===== config.mk =====
export PLATFORM = sky130hd
export DESIGN_NAME = tdm_fir
export DESIGN_NICKNAME = d
export VERILOG_FILES = /design/src/rtl/tdm_fir_pkg.sv /design/src/rtl/tdm_fir_coef_rom.sv /design/src/rtl/tdm_fir_hist.sv /design/src/rtl/tdm_fir_ctrl.sv /design/src/rtl/tdm_fir_mac.sv /design/src/rtl/tdm_fir.sv
export SDC_FILE = /design/constraint.sdc
export NUM_CORES = 1
export LEC_CHECK = 0
export ABC_AREA = 1
export BUFFER_PORTS_ARGS = -buffer_cell sky130_fd_sc_hd__buf_2
export CAP_MARGIN = 20
export CORE_MARGIN = 4
export CORE_UTILIZATION = 35
export CTS_BUF_LIST = sky130_fd_sc_hd__clkbuf_4 sky130_fd_sc_hd__clkbuf_8
export DETAILED_ROUTE_END_ITERATION = 10
export RECOVER_POWER = 100
export REMOVE_ABC_BUFFERS = 1
export SETUP_SLACK_MARGIN = 0.15
export SYNTH_ARGS = -nofsm -noshare
export SYNTH_HDL_FRONTEND = slang
export SYNTH_SLANG_ARGS = --single-unit

===== constraint.sdc =====
create_clock -name clk -period 6.28 [get_ports clk]
set_clock_uncertainty 0.2 [all_clocks]
set_input_delay 0.314 -clock clk [delete_from_list [all_inputs] [get_ports clk]]
set_output_delay 0.314 -clock clk [all_outputs]
set_load 0.01 [all_outputs]

===== src/rtl/tdm_fir_pkg.sv =====
package tdm_fir_pkg;
  typedef enum logic [1:0] {
    ST_WAIT = 2'd0,
    ST_STORE = 2'd1,
    ST_MAC = 2'd2,
    ST_HOLD = 2'd3
  } fir_state_t;

  // Coefficient rule: +(i+1) on even taps, -(i+1) on odd taps
  function automatic int tap_coef(input int i);
    return (i % 2 == 0) ? (i + 1) : -(i + 1);
  endfunction
endpackage


===== src/rtl/tdm_fir_coef_rom.sv =====
module tdm_fir_coef_rom #(
  parameter int TAPS = 5,
  parameter int CW = 8,
  localparam int IW = (TAPS > 1) ? $clog2(TAPS) : 1
) (
  input  logic [IW-1:0]        addr,
  output logic signed [CW-1:0] coef
);
  import tdm_fir_pkg::*;

  logic signed [CW-1:0] table_q [TAPS];

  for (genvar g = 0; g < TAPS; g++) begin : g_tab
    assign table_q[g] = CW'(tap_coef(g));
  end

  always_comb begin
    coef = '0;
    for (int i = 0; i < TAPS; i++) begin
      if (addr == IW'(i)) coef = table_q[i];
    end
  end
endmodule


===== src/rtl/tdm_fir_hist.sv =====
module tdm_fir_hist #(
  parameter int TAPS = 5,
  parameter int DW = 8,
  localparam int IW = (TAPS > 1) ? $clog2(TAPS) : 1
) (
  input  logic                 clk,
  input  logic                 rst,
  input  logic                 we,
  input  logic [IW-1:0]        waddr,
  input  logic signed [DW-1:0] wdata,
  input  logic [IW-1:0]        raddr,
  output logic signed [DW-1:0] rdata
);
  logic signed [DW-1:0] mem [TAPS];

  always_ff @(posedge clk) begin
    if (rst) begin
      for (int i = 0; i < TAPS; i++) mem[i] <= '0;
    end else if (we) begin
      mem[waddr] <= wdata;
    end
  end

  always_comb begin
    rdata = '0;
    for (int i = 0; i < TAPS; i++) begin
      if (raddr == IW'(i)) rdata = mem[i];
    end
  end
endmodule


===== src/rtl/tdm_fir_ctrl.sv =====
module tdm_fir_ctrl #(
  parameter int TAPS = 5,
  localparam int IW = (TAPS > 1) ? $clog2(TAPS) : 1
) (
  input  logic          clk,
  input  logic          rst,
  input  logic          in_strobe,
  input  logic          out_ack,
  output logic          capture,
  output logic          hist_we,
  output logic [IW-1:0] hist_waddr,
  output logic [IW-1:0] hist_raddr,
  output logic [IW-1:0] tap,
  output logic          acc_clr,
  output logic          acc_en,
  output logic          res_load,
  output logic          res_drop,
  output logic          ready
);
  import tdm_fir_pkg::*;

  localparam logic [IW-1:0] LAST = IW'(TAPS - 1);

  fir_state_t st, st_nxt;
  logic [IW-1:0] wptr, wptr_nxt;

  always_comb begin
    st_nxt = st;
    case (st)
      ST_WAIT:  if (in_strobe) st_nxt = ST_STORE;
      ST_STORE: st_nxt = ST_MAC;
      ST_MAC:   if (tap == LAST) st_nxt = ST_HOLD;
      ST_HOLD:  if (out_ack) st_nxt = ST_WAIT;
      default:  st_nxt = ST_WAIT;
    endcase
  end

  assign wptr_nxt   = (wptr == LAST) ? '0 : wptr + 1'b1;
  assign capture    = (st == ST_WAIT) && in_strobe;
  assign hist_we    = (st == ST_STORE);
  assign hist_waddr = wptr_nxt;
  assign acc_clr    = (st == ST_STORE);
  assign acc_en     = (st == ST_MAC);
  assign res_load   = (st == ST_MAC) && (tap == LAST);
  assign res_drop   = (st == ST_HOLD) && out_ack;
  // newest sample minus tap index, modulo TAPS
  assign hist_raddr = (wptr >= tap) ? (wptr - tap) : IW'(32'(wptr) + TAPS - 32'(tap));

  always_ff @(posedge clk) begin
    if (rst) begin
      st    <= ST_WAIT;
      tap   <= '0;
      wptr  <= '0;
      ready <= 1'b1;
    end else begin
      st    <= st_nxt;
      ready <= (st_nxt == ST_WAIT);
      if (st == ST_STORE) begin
        wptr <= wptr_nxt;
        tap  <= '0;
      end else if (st == ST_MAC && tap != LAST) begin
        tap <= tap + 1'b1;
      end
    end
  end
endmodule


===== src/rtl/tdm_fir_mac.sv =====
module tdm_fir_mac #(
  parameter int DW = 8,
  parameter int CW = 8,
  parameter int AW = 19,
  localparam int PW = DW + CW
) (
  input  logic                 clk,
  input  logic                 rst,
  input  logic                 clr,
  input  logic                 en,
  input  logic                 load,
  input  logic                 drop,
  input  logic signed [CW-1:0] coef,
  input  logic signed [DW-1:0] samp,
  output logic signed [AW-1:0] result,
  output logic                 valid
);
  logic signed [PW-1:0] prod;
  logic signed [AW-1:0] acc, sum;

  assign prod = coef * samp;
  assign sum  = acc + {{(AW-PW){prod[PW-1]}}, prod};

  always_ff @(posedge clk) begin
    if (rst) begin
      acc    <= '0;
      result <= '0;
      valid  <= 1'b0;
    end else begin
      if (clr)      acc <= '0;
      else if (en)  acc <= sum;
      if (load) begin
        result <= sum;
        valid  <= 1'b1;
      end else if (drop) begin
        valid <= 1'b0;
      end
    end
  end
endmodule


===== src/rtl/tdm_fir.sv =====
module tdm_fir #(
  parameter int TAPS = 5,
  parameter int DW = 8,
  parameter int CW = 8,
  localparam int IW = (TAPS > 1) ? $clog2(TAPS) : 1,
  localparam int OW = DW + CW + IW
) (
  input  logic                 clk,
  input  logic                 rst,
  input  logic signed [DW-1:0] in_sample,
  input  logic                 in_strobe,
  output logic                 in_ready,
  output logic signed [OW-1:0] out_sample,
  output logic                 out_valid,
  input  logic                 out_ack
);
  logic          capture, hist_we, acc_clr, acc_en, res_load, res_drop;
  logic [IW-1:0] waddr, raddr, tap;
  logic signed [DW-1:0] in_q, hist_q;
  logic signed [CW-1:0] coef;

  always_ff @(posedge clk) begin
    if (rst)          in_q <= '0;
    else if (capture) in_q <= in_sample;
  end

  tdm_fir_ctrl #(.TAPS(TAPS)) u_ctrl (
    .clk(clk), .rst(rst), .in_strobe(in_strobe), .out_ack(out_ack),
    .capture(capture), .hist_we(hist_we), .hist_waddr(waddr),
    .hist_raddr(raddr), .tap(tap), .acc_clr(acc_clr), .acc_en(acc_en),
    .res_load(res_load), .res_drop(res_drop), .ready(in_ready)
  );

  tdm_fir_hist #(.TAPS(TAPS), .DW(DW)) u_hist (
    .clk(clk), .rst(rst), .we(hist_we), .waddr(waddr), .wdata(in_q),
    .raddr(raddr), .rdata(hist_q)
  );

  tdm_fir_coef_rom #(.TAPS(TAPS), .CW(CW)) u_rom (
    .addr(tap), .coef(coef)
  );

  tdm_fir_mac #(.DW(DW), .CW(CW), .AW(OW)) u_mac (
    .clk(clk), .rst(rst), .clr(acc_clr), .en(acc_en), .load(res_load),
    .drop(res_drop), .coef(coef), .samp(hist_q), .result(out_sample),
    .valid(out_valid)
  );
endmodule


==> results.sh <==
export IMPL_routed_wl_um=19600
export IMPL_ff2ff_path_depth=39
export IMPL_vias_per_cell=4.78
export IMPL_end_kind="flop"
export IMPL_outcome="finished, violations left"
export IMPL_cp_start_kind="flop"
export IMPL_whs_path_depth=3
export IMPL_gp_congestion=0.878
export IMPL_crit_start="u_ctrl.wptr[0]$_SDFFE_PP0P_"
export IMPL_drive_gt1_share_pct=38.5
export IMPL_io_buffer_count=32
export IMPL_nFillCells=1835
export IMPL_cts_buffer_depth=2
export IMPL_final_util_pct=51.3
export IMPL_worst_path_most_repeated_cell="nand2_1"
export IMPL_num_rows=52
export IMPL_p_leak_nw=4.79
export IMPL_fmax_mhz=145
export IMPL_die_y_um=152
export IMPL_cap_violations=0
export IMPL_antennaDiodeCount=0
export IMPL_report_final_slew_viol_count=0
export IMPL_hpwl_um=12900
export IMPL_syn_inst=933
export IMPL_fin_crit_ps=6880
export IMPL_critical_path_required_ps=6380
export IMPL_whs_ps=32.2
export IMPL_synth_area_um2=7300
export IMPL_clk_latency_ps=390
export IMPL_drt_iter0_drc=302
export IMPL_use_met3_pct=2.56
export IMPL_die_w_um=152
export IMPL_hold_viol=0
export IMPL_max_stage_delay_ps=570
export IMPL_grt_pass1_wl_um=31600
export IMPL_top_usage_layer="met2"
export IMPL_clk_pin_slew_ps=120
export IMPL_layout_nets=1227
export IMPL_async_reset_ff_share_pct=0
export IMPL_io_pins=33
export IMPL_cts_tree="built"
export IMPL_root_buffer="clkbuf_8"
export IMPL_synthToLayoutAreaGrowth_pct=43.1
export IMPL_critPathMaxFanout=6
export IMPL_power_density_nw_per_um2=478
export IMPL_finalSetupViolations=22
export IMPL_globalRouteOverflowTotal=0
export IMPL_critPathKind="reg -> reg"
export IMPL_synth_cell_types=41
export IMPL_cts_max_level=3
export IMPL_violations="setup timing"
export IMPL_grt_pass1_vias=6572
export IMPL_setup_slack_ps=-604
export IMPL_tns_ps=-9230
export IMPL_grt_use_met1_pct=22.6
export IMPL_grtUsageMet2_pct=26.2
export IMPL_ys_ff_latch=96
export IMPL_dr_pass1_iters=5
export IMPL_numCtsBuffers=9
export IMPL_synth_enable_flop_cells=40
export IMPL_drc=0
export IMPL_yosysSeqAreaShare_pct=31.8
export IMPL_synth_ff_type="dfxtp_1"
export IMPL_relSlewSlack_pct=57.5
export IMPL_regArea_um2=2330
export IMPL_hold_path_class="in -> reg"
export IMPL_ant_nets=0
export IMPL_cp_slowest_cell="fa_2"
export IMPL_final_cell_mix="inv_1 (139), nor2_1 (127), buf_4 (121)"
export IMPL_yosysWarnings=0
export IMPL_rsz0062_at_grt="yes"
export IMPL_arrival_ps=6990
export IMPL_final_common_cell="inv_1"
export IMPL_coreArea_um2=20400
export IMPL_worst_slew_pin_slew_ps=633
export IMPL_rr_startpoint="u_ctrl.wptr[0]$_SDFFE_PP0P_"
export IMPL_p_total_mw=5.00
export IMPL_initial_core_util_pct=35.8
export IMPL_peakVddDrop_mv=0.270
export IMPL_multi_input_area_um2=5410
export IMPL_synth_avg_cell_area_um2=7.82
export IMPL_antenna_found_initial=0
export IMPL_min_from="in_sample[6]"
export IMPL_clock_sinks=96
export IMPL_grt_max_degree=30
export IMPL_grtUsageTotal_pct=16.1
export IMPL_avgRoutedWirePerCell_um=14.1
export IMPL_vias=6651
export IMPL_finalCritPeriodShare_pct=110
export IMPL_fp_dieArea_um2=23200
## layout make-up
type                            count  area share (%)
Clock buffer                        9            1.19
Clock inverter                      7           0.827
Inverter                          178            6.54
Multi-Input combinational cell    644            51.8
Sequential cell                    96            22.3
Tap cell                          270            3.23
Timing Repair Buffer              188            14.1
## worst paths after layout
| check | slack [ps] | endpoint |
|---|---|---|
| min | 30 | in_q[6]$_SDFFE_PP0P_ |
| max reg2reg | -600 | u_mac.result[18]$_SDFFE_PP0P_ |
| min reg2reg | 270 | u_mac.valid$_SDFFE_PP0P_ |
| max | -600 | u_mac.result[18]$_SDFFE_PP0P_ |
## metal layers
| layer | wire [µm] | vias to the layer above |
|---|---|---|
| li1 | - | 3333 |
| met1 | 8950 | 3147 |
| met2 | 9500 | 144 |
| met3 | 808 | 27 |
| met4 | 334 | 0 |
| met5 | 0 | - |
## synth_stat cells, types with 6 or more instances
master	n	area (µm²)
nor2_2	8	50.1
edfxtp_1	40	1200
nand2_2	9	56.3
nand3_1	84	420
o211ai_1	10	75.1
inv_1	171	642
ha_1	57	713
o21ai_0	28	140
nand2_1	125	469
nand4_1	7	43.8
nor2_1	158	593
buf_2	6	30.0
clkbuf_1	10	37.5
fa_1	41	821
xor2_1	14	123
dfxtp_1	56	1120
o21ai_2	8	70.1
a21oi_1	47	235
xnor2_1	7	61.3
## report_power, final
group          leakage, nW  internal [mW]  switching [mW]
clock network        0.105          0.161           0.265
logic                 3.81           1.81            2.06
registers            0.872          0.683          0.0212
## metrics by stage
| step | setup WS, ps | instances | instance area [µm²] |
|---|---|---|---|
| after detailed placement | -889 | 1323 | 8510 |
| final | -604 | 1392 | 10400 |
| after floorplan | -723 | 915 | 7200 |
| after global routing | -1010 | 1392 | 10400 |
| after global placement | -788 | 1323 | 8510 |
| after CTS | -522 | 1379 | 9740 |
## flip-flops by register name, indices dropped and copies added, names as in the netlist
register,flops
u_hist.mem,40
u_mac.acc,19
u_mac.result,19
in_q,8
u_ctrl.tap,3
u_ctrl.wptr,3
u_ctrl.st,2
u_ctrl.ready,1
u_mac.valid,1
## kinds of logic after synthesis
family / synth area share [%]
adder cells (fa/ha/maj): 21.0
XOR/XNOR: 2.52
buffers and inverters: 10.5
AND/OR/NAND/NOR: 25.0
flip-flops: 31.8
AO/OA/AOI/OAI: 9.10
## critical path, delay by kind of cell (launching register included)
kind / cells / cell delay, ps
AND/OR/NAND/NOR: 17 / 1690
buffers and inverters: 11 / 960
AO/OA/AOI/OAI: 3 / 390
flip-flops: 1 / 350
adder cells (fa/ha/maj): 8 / 3210
## what timing repair did
item | CTS | global route
pin swaps | 106 | 102
buffers inserted | 32 | 13
resized for setup | 153 | 143
endpoints found under the setup margin | 26 | 27
hold endpoints to repair | 5 | 0
hold buffers | 5 | 0
gates cloned | 3 | 0
(Power assumes the default switching activity.)
